### config.mk
export PLATFORM = sky130hd
export DESIGN_NAME = lpm_sequencer
export DESIGN_NICKNAME = d
export VERILOG_FILES = /design/src/rtl/lpm_pkg.sv /design/src/rtl/lpm_datapath.sv /design/src/rtl/lpm_ctrl.sv /design/src/rtl/lpm_sequencer.sv
export SDC_FILE = /design/constraint.sdc
export NUM_CORES = 1
export LEC_CHECK = 0
export ABC_CLOCK_PERIOD_IN_PS = 2300
export BUFFER_PORTS_ARGS = -buffer_cell sky130_fd_sc_hd__buf_2
export CAP_MARGIN = 20
export CELL_PAD_IN_SITES_DETAIL_PLACEMENT = 1
export CELL_PAD_IN_SITES_GLOBAL_PLACEMENT = 2
export CORE_ASPECT_RATIO = 0.5
export CORE_MARGIN = 3
export CORE_UTILIZATION = 34
export DETAILED_ROUTE_END_ITERATION = 16
export PLACE_DENSITY = 0.77
export SLEW_MARGIN = 10
export SYNTH_ARGS = -nofsm -noshare
export SYNTH_HDL_FRONTEND = slang
export SYNTH_SLANG_ARGS = --single-unit
### constraint.sdc
create_clock -name clk -period 2.3 [get_ports clk]
set_clock_uncertainty 0.15 [all_clocks]
set_input_delay 0.115 -clock clk [delete_from_list [all_inputs] [get_ports clk]]
set_output_delay 0.115 -clock clk [all_outputs]
set_load 0.005 [all_outputs]
### src/rtl/lpm_pkg.sv
package lpm_pkg;

  typedef enum logic [2:0] {
    MODE_ACT_HI  = 3'd0,
    MODE_ACT_MED = 3'd1,
    MODE_SUBACT  = 3'd2,
    MODE_SLEEP   = 3'd3,
    MODE_STBY    = 3'd4,
    MODE_WATCH   = 3'd5
  } lpMode_e;

  typedef enum logic [1:0] {
    ST_RUN,
    ST_PARK,
    ST_SETTLE,
    ST_EXC
  } seqState_e;

  // strobes from control to datapath
  typedef struct packed {
    logic       clrCnt;
    logic       cntOsc;
    logic       cntSel;
    logic       loadClk;
    logic       newSrc;
    logic [1:0] newDiv;
  } ctlStrobe_t;

  localparam int unsigned MAX_DIV = 32;

  // divider code -> division ratio: 0:/1, 1:/8, 2:/16, 3:/32
  function automatic int unsigned divFactor(input logic [1:0] code);
    return (code == 2'd0) ? 1 : (32'd4 << code);
  endfunction

endpackage

### src/rtl/lpm_datapath.sv
module lpm_datapath
  import lpm_pkg::*;
#(
  parameter int unsigned SETTLE_CYCLES = 3,
  parameter int unsigned EXC_CYCLES    = 14
) (
  input  logic       clk,
  input  logic       rst,
  input  ctlStrobe_t strobe,
  input  logic       oscTick,
  input  logic       watchTick,
  output logic       clkSrc,
  output logic [1:0] divSel,
  output logic       settleLast,
  output logic       excLast
);

  localparam int unsigned EXC_MAX  = EXC_CYCLES * MAX_DIV;
  localparam int unsigned CNT_MAX  = (EXC_MAX > SETTLE_CYCLES) ? EXC_MAX : SETTLE_CYCLES;
  localparam int unsigned CNT_W    = $clog2(CNT_MAX + 1);

  logic [CNT_W-1:0] cnt;
  logic [CNT_W-1:0] excLimit;
  logic             selTick;
  logic             cntStep;

  assign selTick  = clkSrc ? watchTick : oscTick;
  assign excLimit = CNT_W'(EXC_CYCLES * divFactor(divSel));
  assign cntStep  = (strobe.cntOsc && oscTick) || (strobe.cntSel && selTick);

  assign settleLast = strobe.cntOsc && oscTick && (cnt == CNT_W'(SETTLE_CYCLES - 1));
  assign excLast    = strobe.cntSel && selTick && (cnt == excLimit - CNT_W'(1));

  always_ff @(posedge clk) begin
    if (rst) begin
      cnt    <= '0;
      clkSrc <= 1'b0;
      divSel <= 2'd0;
    end else begin
      if (strobe.clrCnt)
        cnt <= '0;
      else if (cntStep)
        cnt <= cnt + CNT_W'(1);
      if (strobe.loadClk) begin
        clkSrc <= strobe.newSrc;
        divSel <= strobe.newDiv;
      end
    end
  end

  // clock setting moves only on a load request
  p_clk_hold_r8: assert property (@(posedge clk) disable iff (rst)
    !strobe.loadClk |=> ($stable(clkSrc) && $stable(divSel)));

  // settle counter never passes its limit
  p_settle_bound_r4: assert property (@(posedge clk) disable iff (rst)
    strobe.cntOsc |-> (cnt < CNT_W'(SETTLE_CYCLES)));

  // exception counter never passes 14 x divider
  p_exc_bound_r5: assert property (@(posedge clk) disable iff (rst)
    strobe.cntSel |-> (cnt < excLimit));

endmodule

### src/rtl/lpm_ctrl.sv
module lpm_ctrl
  import lpm_pkg::*;
(
  input  logic       clk,
  input  logic       rst,
  input  logic       sleepReq,
  input  logic       wakeIrq,
  input  logic       stbySel,
  input  logic       lowSpdOn,
  input  logic       medSpdOn,
  input  logic       directOn,
  input  logic       tmrWatch,
  input  logic [1:0] medDiv,
  input  logic [1:0] subDiv,
  input  logic       settleLast,
  input  logic       excLast,
  output ctlStrobe_t strobe,
  output lpMode_e    mode,
  output logic       busy,
  output logic       xferDone
);

  seqState_e stateQ, stateD;
  lpMode_e   modeQ, modeD, retQ, retD, tgtModeQ, tgtModeD;
  logic      tgtSrcQ, tgtSrcD;
  logic [1:0] tgtDivQ, tgtDivD;
  logic      doneQ, doneD;
  logic      goMed, goSub;
  lpMode_e   plainMode;

  assign goMed = (modeQ == MODE_ACT_HI) && directOn && !stbySel && !lowSpdOn && medSpdOn;
  assign goSub = (modeQ == MODE_ACT_HI) && directOn && stbySel && tmrWatch && lowSpdOn;

  always_comb begin
    if (directOn || !stbySel) plainMode = MODE_SLEEP;
    else if (tmrWatch)        plainMode = MODE_WATCH;
    else                      plainMode = MODE_STBY;
  end

  always_comb begin
    stateD        = stateQ;
    modeD         = modeQ;
    retD          = retQ;
    tgtModeD      = tgtModeQ;
    tgtSrcD       = tgtSrcQ;
    tgtDivD       = tgtDivQ;
    doneD         = 1'b0;
    strobe        = '0;
    strobe.newSrc = tgtSrcQ;
    strobe.newDiv = tgtDivQ;
    case (stateQ)
      ST_RUN: begin
        if (sleepReq) begin
          strobe.clrCnt = 1'b1;
          retD          = modeQ;
          if (goMed) begin
            stateD   = ST_SETTLE;
            modeD    = MODE_SLEEP;
            tgtModeD = MODE_ACT_MED;
            tgtSrcD  = 1'b0;
            tgtDivD  = medDiv;
          end else if (goSub) begin
            stateD   = ST_SETTLE;
            modeD    = MODE_WATCH;
            tgtModeD = MODE_SUBACT;
            tgtSrcD  = 1'b1;
            tgtDivD  = subDiv;
          end else begin
            stateD = ST_PARK;
            modeD  = plainMode;
          end
        end
      end
      ST_PARK: begin
        if (wakeIrq) begin
          stateD = ST_RUN;
          modeD  = retQ;
        end
      end
      ST_SETTLE: begin
        strobe.cntOsc = 1'b1;
        if (settleLast) begin
          strobe.loadClk = 1'b1;
          strobe.clrCnt  = 1'b1;
          stateD         = ST_EXC;
          modeD          = tgtModeQ;
        end
      end
      ST_EXC: begin
        strobe.cntSel = 1'b1;
        if (excLast) begin
          stateD = ST_RUN;
          doneD  = 1'b1;
        end
      end
      default: stateD = ST_RUN;
    endcase
  end

  always_ff @(posedge clk) begin
    if (rst) begin
      stateQ   <= ST_RUN;
      modeQ    <= MODE_ACT_HI;
      retQ     <= MODE_ACT_HI;
      tgtModeQ <= MODE_ACT_HI;
      tgtSrcQ  <= 1'b0;
      tgtDivQ  <= 2'd0;
      doneQ    <= 1'b0;
    end else begin
      stateQ   <= stateD;
      modeQ    <= modeD;
      retQ     <= retD;
      tgtModeQ <= tgtModeD;
      tgtSrcQ  <= tgtSrcD;
      tgtDivQ  <= tgtDivD;
      doneQ    <= doneD;
    end
  end

  assign mode     = modeQ;
  assign busy     = (stateQ == ST_SETTLE) || (stateQ == ST_EXC);
  assign xferDone = doneQ;

  p_done_single_r6: assert property (@(posedge clk) disable iff (rst)
    xferDone |=> !xferDone);

  p_done_idle_r6: assert property (@(posedge clk) disable iff (rst)
    xferDone |-> !busy);

  p_park_hold_r7: assert property (@(posedge clk) disable iff (rst)
    (stateQ == ST_PARK && !wakeIrq) |=> $stable(mode));

  p_busy_ignore_r9: assert property (@(posedge clk) disable iff (rst)
    (busy && !settleLast && !excLast) |=> $stable(mode));

  p_inter_mode_r2: assert property (@(posedge clk) disable iff (rst)
    (stateQ == ST_SETTLE) |-> (mode == MODE_SLEEP || mode == MODE_WATCH));

  p_exc_active_r3: assert property (@(posedge clk) disable iff (rst)
    (stateQ == ST_EXC) |-> (mode == MODE_ACT_MED || mode == MODE_SUBACT));

endmodule

### src/rtl/lpm_sequencer.sv
module lpm_sequencer
  import lpm_pkg::*;
#(
  parameter int unsigned SETTLE_CYCLES = 3,
  parameter int unsigned EXC_CYCLES    = 14
) (
  input  logic       clk,
  input  logic       rst,
  input  logic       sleepReq,
  input  logic       wakeIrq,
  input  logic       stbySel,
  input  logic       lowSpdOn,
  input  logic       medSpdOn,
  input  logic       directOn,
  input  logic       tmrWatch,
  input  logic [1:0] medDiv,
  input  logic [1:0] subDiv,
  input  logic       oscTick,
  input  logic       watchTick,
  output logic [2:0] mode,
  output logic       clkSrc,
  output logic [1:0] divSel,
  output logic       busy,
  output logic       xferDone
);

  ctlStrobe_t strobe;
  lpMode_e    modeInt;
  logic       settleLast;
  logic       excLast;

  lpm_ctrl i_ctrl (
    .clk       (clk),
    .rst       (rst),
    .sleepReq  (sleepReq),
    .wakeIrq   (wakeIrq),
    .stbySel   (stbySel),
    .lowSpdOn  (lowSpdOn),
    .medSpdOn  (medSpdOn),
    .directOn  (directOn),
    .tmrWatch  (tmrWatch),
    .medDiv    (medDiv),
    .subDiv    (subDiv),
    .settleLast(settleLast),
    .excLast   (excLast),
    .strobe    (strobe),
    .mode      (modeInt),
    .busy      (busy),
    .xferDone  (xferDone)
  );

  lpm_datapath #(
    .SETTLE_CYCLES(SETTLE_CYCLES),
    .EXC_CYCLES   (EXC_CYCLES)
  ) i_datapath (
    .clk       (clk),
    .rst       (rst),
    .strobe    (strobe),
    .oscTick   (oscTick),
    .watchTick (watchTick),
    .clkSrc    (clkSrc),
    .divSel    (divSel),
    .settleLast(settleLast),
    .excLast   (excLast)
  );

  assign mode = modeInt;

endmodule

# After elaboration in Yosys (flattened, before gate mapping)

Cells that the tools add are included.

Bits in registers: 27
Input port bits: 15
Output and inout bits: 8
Word-level logic and storage cells: 81

Add/subtract/negate cells: 2
Multipliers: 1
Equal/unequal tests: 9
Shifts and indexed selects: 1
Multiplexer cells: 30
Bitwise logic cells: 1
Reductions and logical operators: 27

Operator list:

| kind                                              | number |
|---|---|
| multiplier 3 x 32 -> 8 bit (first input constant) | 1 |
| two-way mux 32 bit                                | 1 |
| left shift 3 x 2 -> 32 bit (first input constant) | 1 |
| two-way mux 3 bit                                 | 8 |
| two-way mux 2 bit                                 | 8 |
| logical AND 1 bit                                 | 11 |
| two-way mux 1 bit                                 | 10 |
| adder 9 x 1 -> 9 bit (second input constant)      | 1 |
| == test 9 x 2 -> 1 bit (second input constant)    | 1 |
| == test 9 bit                                     | 1 |
| case mux 3 bit (3 select lines)                   | 1 |
| subtractor 9 x 1 -> 9 bit (second input constant) | 1 |
| case mux 2 bit (4 select lines)                   | 1 |
| AND reduction 4 bit                               | 2 |
| inequality test 2 bit (second input constant)     | 3 |
| == test 2 bit (second input constant)             | 2 |
| logical NOT 2 bit                                 | 2 |
| OR reduction 2 bit                                | 2 |
| logical NOT 3 bit                                 | 1 |
| logical OR 1 bit                                  | 3 |
| AND reduction 3 bit                               | 1 |
| nonzero test 3 bit                                | 1 |
| == test 2 x 1 -> 1 bit (second input constant)    | 1 |
| logical NOT 1 bit                                 | 2 |
| other kinds (5)                                   | 5 |

# Longest topological paths before layout

Gate-level depths: netlist (run 1).

Depth in word-level cells: 9
Mapped depth: 9
Mapped depth without buffers: 9

# Modules after synthesis

A second synthesis (run 1) with hierarchy kept.

Cells, all modules: 175
Area, all modules: 1556.5 um^2

Modules (own cells, without submodules):

| module       | instances | cells each | area each (um^2) | sequential area each (um^2) |
|---|---|---|---|---|
| lpm_ctrl     | 1         | 87         | 799.5            | 260.2 |
| lpm_datapath | 1         | 88         | 757.0            | 240.2 |

# Worst setup path before layout (run 1)

No wires, ideal clock.

Path type: reg-to-reg
Start point: register i_datapath.divSel[0]
End point: register i_ctrl.stateQ[1]
Setup time: 0.079 ns
Data arrival time: 1.862 ns
Data required time: 2.071 ns
Slack: 0.209 ns
Stages on the path, launching flop included: 10
Path buffers: 0
Clock period less this slack: 2.091 ns
Cells stage by stage: dfxtp_1 -> inv_1 -> ha_1 -> inv_1 -> ha_1 -> xnor2_1 -> nor4_2 -> a41oi_1 -> o21a_1 -> a211oi_2

Word-level cells in the longest chain between the ends: 8
Elaborated cells between the ends (all ways): 9
Those cells by class: add/sub: 1; mul: 1; eq/ne: 2; shift: 1; mux: 1; reduce/logical: 3

RTL lines:

| element                                                         | RTL line           | source |
|---|---|---|
| start: declaration                                              | lpm_datapath.sv:13 | `output logic [1:0] divSel,` |
| start signal: assignment                                        | lpm_datapath.sv:46 | `divSel <= strobe.newDiv;` |
| left shift 3 x 2 -> 32 bit or logical NOT 2 bit (tied branches) | lpm_pkg.sv:33      | `return (code == 2'd0) ? 1 : (32'd4 << code);` |
| two-way mux 32 bit (*)                                          | lpm_pkg.sv:33      |  |
| multiplier 3 x 32 -> 8 bit (*)                                  | lpm_datapath.sv:28 | `assign excLimit = CNT_W'(EXC_CYCLES * divFactor(divSel));` |
| subtractor 9 x 1 -> 9 bit (*)                                   | lpm_datapath.sv:32 | `assign excLast = strobe.cntSel && selTick && (cnt == excLimit - CNT_W'(1));` |
| == test 9 bit (*)                                               | lpm_datapath.sv:32 |  |
| logical AND 1 bit (*)                                           | lpm_datapath.sv:32 |  |
| inequality test 2 bit (no source line) (*)                      | -                  |  |
| AND reduction 4 bit (no source line) (*)                        | -                  |  |
| end signal: assignment                                          | lpm_ctrl.sv:110    | `stateQ <= stateD;` |
| end: declaration                                                | lpm_ctrl.sv:23     | `seqState_e stateQ, stateD;` |

Mark *: on every way between the ends. The rest lies on a longest branch, timed or not.
A chain may end at the register's enable or synchronous reset.

# Final worst setup path (run 1)

Start point: register i_datapath.divSel[1]
End point: register i_ctrl.stateQ[1]

Same word-level chain as after synthesis.

==> results of run 1 <==
## metal layers
layer | wire length, um | global-route usage (%) | vias to the layer above
met3 | 132 | 3.95 | 2
met2 | 1990 | 31.2 | 23
met4 | 11 | 3.58 | 0
met1 | 1900 | 19.7 | 614
met5 | 0 | 0 | -
li1 | - | - | 661
## worst min path at each step
stage	slack [ps]	from	cells past startpoint	to
finish	30	subDiv[0]	4	i_ctrl.tgtDivQ[0]
global placement	280	sleepReq	3	i_ctrl.retQ[2]
detailed placement	300	sleepReq	3	i_ctrl.retQ[2]
CTS	30	subDiv[0]	4	i_ctrl.tgtDivQ[0]
global route	40	rst	2	i_ctrl.tgtModeQ[0]
floorplan	30	rst	1	i_ctrl.stateQ[1]
## synth_stat cells (2+ instances only)
library cell,number
nor2_1,19
a22o_1,2
o21a_1,3
clkbuf_1,2
inv_1,14
xor2_1,3
a21o_1,2
a22oi_1,5
o21ai_0,3
dfxtp_1,25
buf_2,2
a2111oi_0,4
mux2i_1,4
xnor2_1,10
nor2b_1,4
a21oi_1,7
nand4_1,3
nand3_1,6
a211oi_1,5
nand2_1,11
nor3_1,4
ha_1,11
## critical path, stage by stage (launching register included)
cell and delay (ps):
dfxtp_4 380, inv_4 60, ha_2 180, inv_2 50
ha_4 210, xnor2_2 140, nor4_4 280, a41oi_2 240
o21a_1 250, a211oi_2 170
## flip-flops by register name (all words and copies together) (netlist names)
name,cells
i_ctrl.stateQ,2
i_ctrl.retQ,3
i_ctrl.xferDone,1
i_ctrl.tgtDivQ,2
i_ctrl.mode,3
i_ctrl.tgtModeQ,2
i_datapath.divSel,2
i_datapath.cnt,9
i_datapath.clkSrc,1
## cells by family after synthesis
kind of cell / Yosys count / share of synthesized area (%)
mux: 4 / 2.66
xor+xnor: 13 / 7.57
flops: 25 / 33.3
fa+ha+maj: 11 / 9.15
compound gates: 40 / 19.7
buf+inv: 18 / 4.66
simple gates: 59 / 23.0
## metrics by stage
| step | instance area [um^2] | cells | utilization, % |
|---|---|---|---|
| 6_report | 1820 | 250 | 44.8 |
| 3_5_place_dp | 1690 | 245 | 41.5 |
| 4_1_cts | 1750 | 250 | 43.2 |
| 3_3_place_gp | 1690 | 245 | 41.5 |
| 5_1_grt | 1820 | 250 | 44.8 |
| 2_1_floorplan | 1500 | 170 | - |
## final cells by class
type / instances / area share, %
Clock buffer: 3 / 2.27
Tap cell: 54 / 3.71
Timing Repair Buffer: 26 / 7.84
Multi-Input combinational cell: 127 / 54.5
Clock inverter: 1 / 0.481
Sequential cell: 25 / 27.9
Inverter: 14 / 3.30
## report_power, final
part	total, mW	internal, mW	switching, mW
logic	0.610	0.259	0.351
clock network	0.287	0.127	0.160
registers	0.526	0.480	0.0463
## what timing repair did
item,CTS,global route
pin swaps,0,3
hold endpoints to repair,3,0
setup endpoints to repair,2,3
hold buffers,1,0
gates resized for setup,1,19
==> out/results.txt, run 1 <==
status = completed
CTS tree = yes
Worst R2R End = i_ctrl.stateQ[1]
RSZ-0062 raised after global routing = yes
Vias = 1300
Hold WC Path Type = input pin to register
Worst-path clk slew = 100 ps
Area Overhead vs Synth = 21.0%
die height = 53.0 um
Reg2Reg Depth = 9
share of cells above drive strength 1 = 25.0%
Final WS setup = 118 ps
Detailed Route WL = 4030 um
first-pass iteration count of the detailed router = 4
RePlAce Congestion = 0.804
first-pass GRT wire length = 6790 um
Post-Syn Instances = 170
max-cap violation count = 0
final hold violation count = 0
Starting Density = 37.0%
Std-Cell Rows = 16
Die Area = 5310 um^2
CTS H-tree lvls = 1
multi-input combinational cell area = 991 um^2
Tmin final = 2180 ps
Final TNS setup = 0 ps
crit-path max FO = 5
initial antenna violation count = 0
crit path DAT = 2250 ps
leading area contributor after synthesis = dfxtp_1
initial DRC count = 8
CTS root buffer = clkbuf_8
largest cells by area after synthesis = dfxtp_1 (33%), ha_1 (9.2%), xnor2_1 (5.8%), nor2_1 (4.7%), inv_1 (3.5%)
Overall Power = 1.42 mW
area fraction of the dominant cell type after synthesis = 33.3%
DRC = 0
#FFs+latches synth = 25
worst vdd ir = 0.332 mV
Primary FF master, synth = dfxtp_1
Crit. End Element = register
Seq/Total Area, Yosys = 33.3%
period utilization = 94.9%
final setup fails = 0
latest clock arrival within the worst-skew pair = 280 ps
commonest non-fill, non-tap cells in the layout = dfxtp_1 (23), buf_2 (22), nor2_1 (19), nand2_1 (11), inv_1 (10)
Reg2Reg Setup Slack = 120 ps
syn_area_per_cell = 8.85 um^2
Slew Limit Headroom = 66.7%
fin. max-slew vios = 0
EDFF count, synth = 0
commonest non-fill, non-tap cell in the layout = dfxtp_1
crit path from = i_datapath.divSel[1]
DR vias/cell = 5.20
power per cell area = 783 nW/um^2
worst hold slack = 29.8 ps
IO Port Bufs = 22
crit path to = i_ctrl.stateQ[1]
WL/cell = 16.1 um
I/O pin count = 23
worst flop-to-flop path startpoint = i_datapath.divSel[1]
DP HPWL = 3060 um
critical path class = register to register
antenna viol nets, final = 0
YS warnings = 0
Reg area = 508 um^2
Leak = 0.723 nW
clk buf depth = 2
total gr overflow = 0
CTS Sinks = 25
# nets final = 223
Slew @ Worst Pin = 486 ps
Yosys cell types = 43
Total GRT Usage = 16.7%
largest net degree at the start of global routing = 17
Syn Std Cell Area = 1500 um^2
vias in the first global route = 1389
Max Fclk = 458 MHz
# diodes = 0
Worst EP required = 2360 ps
floorplan core area = 4060 um^2
Fill cells = 485
fraction of registers with async set/reset = 0%
Setup crit start kind = register
die span in x = 100 um
post-CTS setup buffers = 0
TritonCTS buffer count = 3
Synth Net Count = 196
dpl ws = -10.8 ps
No activity file was read; power rests on OpenSTA's default activity.
==> run 2: changes to the inputs <==
ABC_CLOCK_PERIOD_IN_PS = 2500   (was 2300)
clock period = 2.5 ns   (was 2.3 ns; I/O delays follow)
==> run 2 against run 1 <==
  * Critical path depth stayed put
  * Sequential cell count stayed put
  * Cell area is 2.4% lower
  * Fmax is 5.4% lower
  * Core utilization is 1.1 points lower
  * Critical path type unchanged
  * Count of clock-buffer cells in the layout stayed put
==> out/results.txt, run 2 (synthesized netlist as in run 1, its figures left out) <==
# nets final = 224
Final WS setup = 195 ps
Worst EP required = 2560 ps
DRC = 0
commonest non-fill, non-tap cells in the layout = dfxtp_1 (23), buf_2 (22), nor2_1 (19), inv_1 (14), nand2_1 (11)
CTS tree = yes
DP Cell Count = 245
dpl ws = 220 ps
floorplan core area = 4060 um^2
final hold violation count = 0
Hold WC Path Type = input pin to register
total gr overflow = 0
DP HPWL = 2930 um
crit-path max FO = 5
IO Port Bufs = 22
first-pass iteration count of the detailed router = 4
share of cells above drive strength 1 = 21.3%
cell breakdown of the critical path = inv_1 -> ha_1 -> inv_1 -> ha_1 -> xnor2_1 -> nor4_2 -> a41oi_2 -> o21a_1 -> a211oi_2
crit path from = i_datapath.divSel[1]
CTS H-tree lvls = 1
Fill cells = 499
M1 WL = 1880 um
worst flop-to-flop path startpoint = i_datapath.divSel[1]
Worst-path clk slew = 100 ps
final setup fails = 0
Overall Power = 1.29 mW
initial DRC count = 29
Total GRT Usage = 15.3%
CTS root buffer = clkbuf_8
crit path DAT = 2360 ps
# diodes = 0
latest clock arrival within the worst-skew pair = 280 ps
Tmin final = 2310 ps
antenna viol nets, final = 0
commonest non-fill, non-tap cell in the layout = dfxtp_1
Std-Cell Rows = 16
Worst R2R End = i_ctrl.stateQ[1]
Routed met3 length = 115 um
Leak = 0.713 nW
Setup crit start kind = register
RePlAce Congestion = 0.804
Final TNS setup = 0 ps
Crit. End Element = register
Slew @ Worst Pin = 561 ps
Reg with most FFs = i_datapath.cnt
routed wl met2 = 1730 um
max-cap violation count = 0
fin. max-slew vios = 0
initial antenna violation count = 0
clk buf depth = 2
crit path to = i_ctrl.stateQ[1]
Starting Density = 37.0%
worst vdd ir = 0.379 mV
WHS Path Cells = 2
Reg2Reg Setup Slack = 190 ps
Reg2Reg Depth = 9
WL/cell = 14.9 um
worst hold slack = 53.6 ps
Vias = 1297
die height = 53.0 um
status = completed
first-pass GRT wire length = 6310 um
Final Non-Filler Cells = 251
slowest stage delay, CP = 360 ps
max reg flops = 9
largest net degree at the start of global routing = 16
critical path class = register to register
power per cell area = 729 nW/um^2
Area Overhead vs Synth = 18.1%
vias in the first global route = 1312
Die Area = 5310 um^2
die span in x = 100 um
DR vias/cell = 5.17
Detailed Route WL = 3740 um
I/O pin count = 23
top sig layer = met4
Max Fclk = 434 MHz
TritonCTS buffer count = 3
Critical Path Slowest Stage Cell = dfxtp_2
Slew Limit Headroom = 61.6%
CTS Sinks = 25
period utilization = 92.2%
## run 2: cell count changes in the layout (fill, tap and decap cells not counted), moves of 2 or more
cell	delta
ha_1	+2
dfxtp_4	-2
inv_1	+4
inv_4	-3
dfxtp_2	+2
## run 2: how the worst min path moves through the flow
stage                   startpoint              endpoint  slack [ps]
finish                         rst    i_ctrl.tgtModeQ[0]          50
CTS                      subDiv[0]     i_ctrl.tgtDivQ[0]          60
floorplan                      rst      i_ctrl.stateQ[1]          40
global route                   rst  i_datapath.divSel[1]          50
detailed placement        sleepReq        i_ctrl.retQ[2]         300
global placement    i_ctrl.retQ[0]        i_ctrl.retQ[0]         300
## run 2: where the power goes
group          leakage, nW  total (mW)  switching [mW]  internal, mW
Sequential           0.204       0.486          0.0423         0.444
Clock               0.0217       0.256           0.143         0.113
Combinational        0.488       0.552           0.315         0.237
## run 2: layout make-up
cell class | count | area (um^2) | share of cell area (%)
inverter | 14 | 52.6 | 2.96
multi-input combinational | 127 | 953 | 53.7
clock buffer | 3 | 41.3 | 2.33
tap | 54 | 67.6 | 3.81
timing repair buffer | 27 | 150 | 8.46
clock inverter | 1 | 7.51 | 0.423
sequential | 25 | 503 | 28.3
## run 2: worst max-delay path: cells and delay by family, from the launching register on
| kind | cells | cell delay (ps) |
|---|---|---|
| xor gates and xnor gates | 1 | 140 |
| and+or+nand+nor | 1 | 300 |
| buffers and inverters | 2 | 150 |
| DFF | 1 | 360 |
| AOI/OAI and AO/OA | 3 | 670 |
| adders and majority gates | 2 | 470 |
## run 2: what timing repair did
item | 4_1_cts | 5_1_grt
setup endpoints to repair | 0 | 2
resized for setup | 0 | 5
hold buffers | 1 | 0
buffers inserted | 0 | 1
endpoints found under the hold margin | 1 | 0
## run 2: layer usage
layer	global-route usage (%)	vias up
li1	-	658
met4	2.01	0
met2	26.4	16
met3	4.34	3
met5	0	-
met1	19.7	620
## run 2: through the flow
stage,util (%),area (um^2)
CTS,42.9,1750
finish,43.7,1780
global route,43.7,1780
global placement,41.5,1690
detailed placement,41.5,1690
floorplan,-,1500
==> run 3: changes to the inputs <==
ABC_CLOCK_PERIOD_IN_PS = 2100   (was 2500)
CAP_MARGIN = 10   (was 20)
CORE_UTILIZATION = 30   (was 34)
PLACE_DENSITY = 0.71   (was 0.77)
clock period = 2.1 ns   (was 2.5 ns; I/O delays follow)
==> run 3 against run 2 <==
  * Final cell count increased by 11%
  * Via count increased by 7.6%
  * First-iteration DRC count increased by 72%
  * Worst setup slack got worse by 140 ps
  * Cell area increased by 12%
  * Critical path depth unchanged
  * Sequential cell count unchanged
  * Highest routed layer unchanged
  * Sequential share of layout area decreased by 3.0 points
  * Largest cell class unchanged
  * Register-to-register slack got worse by 140 ps
==> out/results.txt, run 3 (synthesized netlist as in run 1, its figures left out) <==
# diodes = 0
period utilization = 97.6%
top sig layer = met4
share of cells above drive strength 1 = 33.0%
status = completed
M1 WL = 2170 um
critical path class = register to register
Hold WC Path Type = input pin to register
max-cap violation count = 0
worst flop-to-flop path startpoint = i_datapath.divSel[0]
Tmin final = 2050 ps
DP HPWL = 3020 um
DR vias/cell = 5.02
fin. max-slew vios = 0
TritonCTS buffer count = 3
Slew @ Worst Pin = 475 ps
Vias = 1395
RSZ-0062 raised after global routing = yes
CTS root buffer = clkbuf_8
worst hold endpoint = i_ctrl.tgtModeQ[0]
CTS H-tree lvls = 1
Max Fclk = 488 MHz
crit-path max FO = 4
final hold violation count = 0
Overall Power = 1.60 mW
die span in x = 106 um
antenna viol nets, final = 0
worst vdd ir = 0.367 mV
largest net degree at the start of global routing = 16
Std-Cell Rows = 17
die height = 56.1 um
commonest non-fill, non-tap cell in the layout = dfxtp_1
Worst-path clk slew = 100 ps
Crit. End Element = register
Reg with most FFs = i_datapath.cnt
routed wl met2 = 2020 um
IO Port Bufs = 22
first-pass GRT wire length = 7000 um
Worst R2R End = i_ctrl.stateQ[1]
CTS Sinks = 25
Starting Density = 32.6%
Reg2Reg Setup Slack = 50 ps
Setup crit start kind = register
crit path DAT = 2100 ps
max reg flops = 9
# nets final = 239
Worst EP required = 2150 ps
DRC = 0
first-pass iteration count of the detailed router = 4
commonest non-fill, non-tap cells in the layout = dfxtp_1 (23), buf_2 (22), buf_4 (19), nor2_1 (18), nand2_1 (11)
initial antenna violation count = 0
I/O pin count = 23
floorplan core area = 4620 um^2
Total GRT Usage = 14.5%
Reg2Reg Depth = 9
total gr overflow = 0
final setup fails = 0
Final TNS setup = 0 ps
Area Overhead vs Synth = 32.8%
Leak = 0.802 nW
WHS Path Cells = 2
Die Area = 5950 um^2
vias in the first global route = 1431
Detailed Route WL = 4330 um
latest clock arrival within the worst-skew pair = 270 ps
power per cell area = 802 nW/um^2
Routed met3 length = 131 um
Slew Limit Headroom = 68.3%
WL/cell = 15.6 um
clk buf depth = 2
Worst Hold Launch = rst
initial DRC count = 50
CTS tree = yes
RePlAce Congestion = 0.782
-- run 3: routing by layer --
layer  up-vias  GRT usage, %
li1        689             -
met1       686          19.3
met5         -             0
met4         0          1.11
met3         2          3.94
met2        18          24.5
-- run 3: metrics by stage --
stage / setup WS [ps] / hold slack (ps) / instance area [um^2] / utilization (%) / std cells
CTS: -13.4 / 27.4 / 1940 / 41.9 / 277
global route: -61.9 / 39.4 / 2000 / 43.3 / 278
floorplan: 9.00 / 19.6 / 1500 / - / 170
detailed placement: -127 / 284 / 1760 / 38.2 / 265
global placement: 3.73 / 278 / 1760 / 38.2 / 265
finish: 51.1 / 29.5 / 2000 / 43.3 / 278
-- run 3: worst max-delay path by stage --
stage / start / endpoint / depth (start not counted)
after global routing: i_ctrl.stateQ[0] / i_datapath.cnt[5] / 7
after floorplan: i_datapath.divSel[0] / i_ctrl.stateQ[1] / 9
after global placement: i_datapath.divSel[0] / i_ctrl.stateQ[1] / 9
after CTS: i_datapath.divSel[1] / i_ctrl.stateQ[0] / 9
after detailed placement: i_datapath.divSel[0] / i_ctrl.stateQ[1] / 9
final: i_datapath.divSel[0] / i_ctrl.stateQ[1] / 9
-- run 3: repair_timing --
action / CTS / global route
hold endpoints to repair: 3 / 0
gates cloned: 0 / 0
hold buffers: 1 / 0
pin swaps: 6 / 2
endpoints found under the setup margin: 2 / 9
buffers inserted: 7 / 1
resized for setup: 16 / 14
-- run 3: report_power, final --
group | internal, mW | leakage, nW | total, mW | switching [mW]
Clock | 0.135 | 0.0217 | 0.302 | 0.167
Combinational | 0.322 | 0.576 | 0.721 | 0.399
Sequential | 0.527 | 0.204 | 0.578 | 0.0513
-- run 3: area by class of cell --
class,instances,area [um^2]
inverter,14,57.6
fill,566,2620
sequential,25,505
clock buffer,3,41.3
timing repair buffer,42,263
clock inverter,1,7.51
tap,66,82.6
multi-input combinational,127,1040
-- run 3: worst max-delay path, stage by stage (launching register included) --
cell and delay, ps:
dfxtp_4 390, inv_4 50, ha_4 150, buf_4 120, nor2b_1 130, or3_4 390, a41oi_2 230, buf_4 170
nor2_4 30, a211oi_2 160
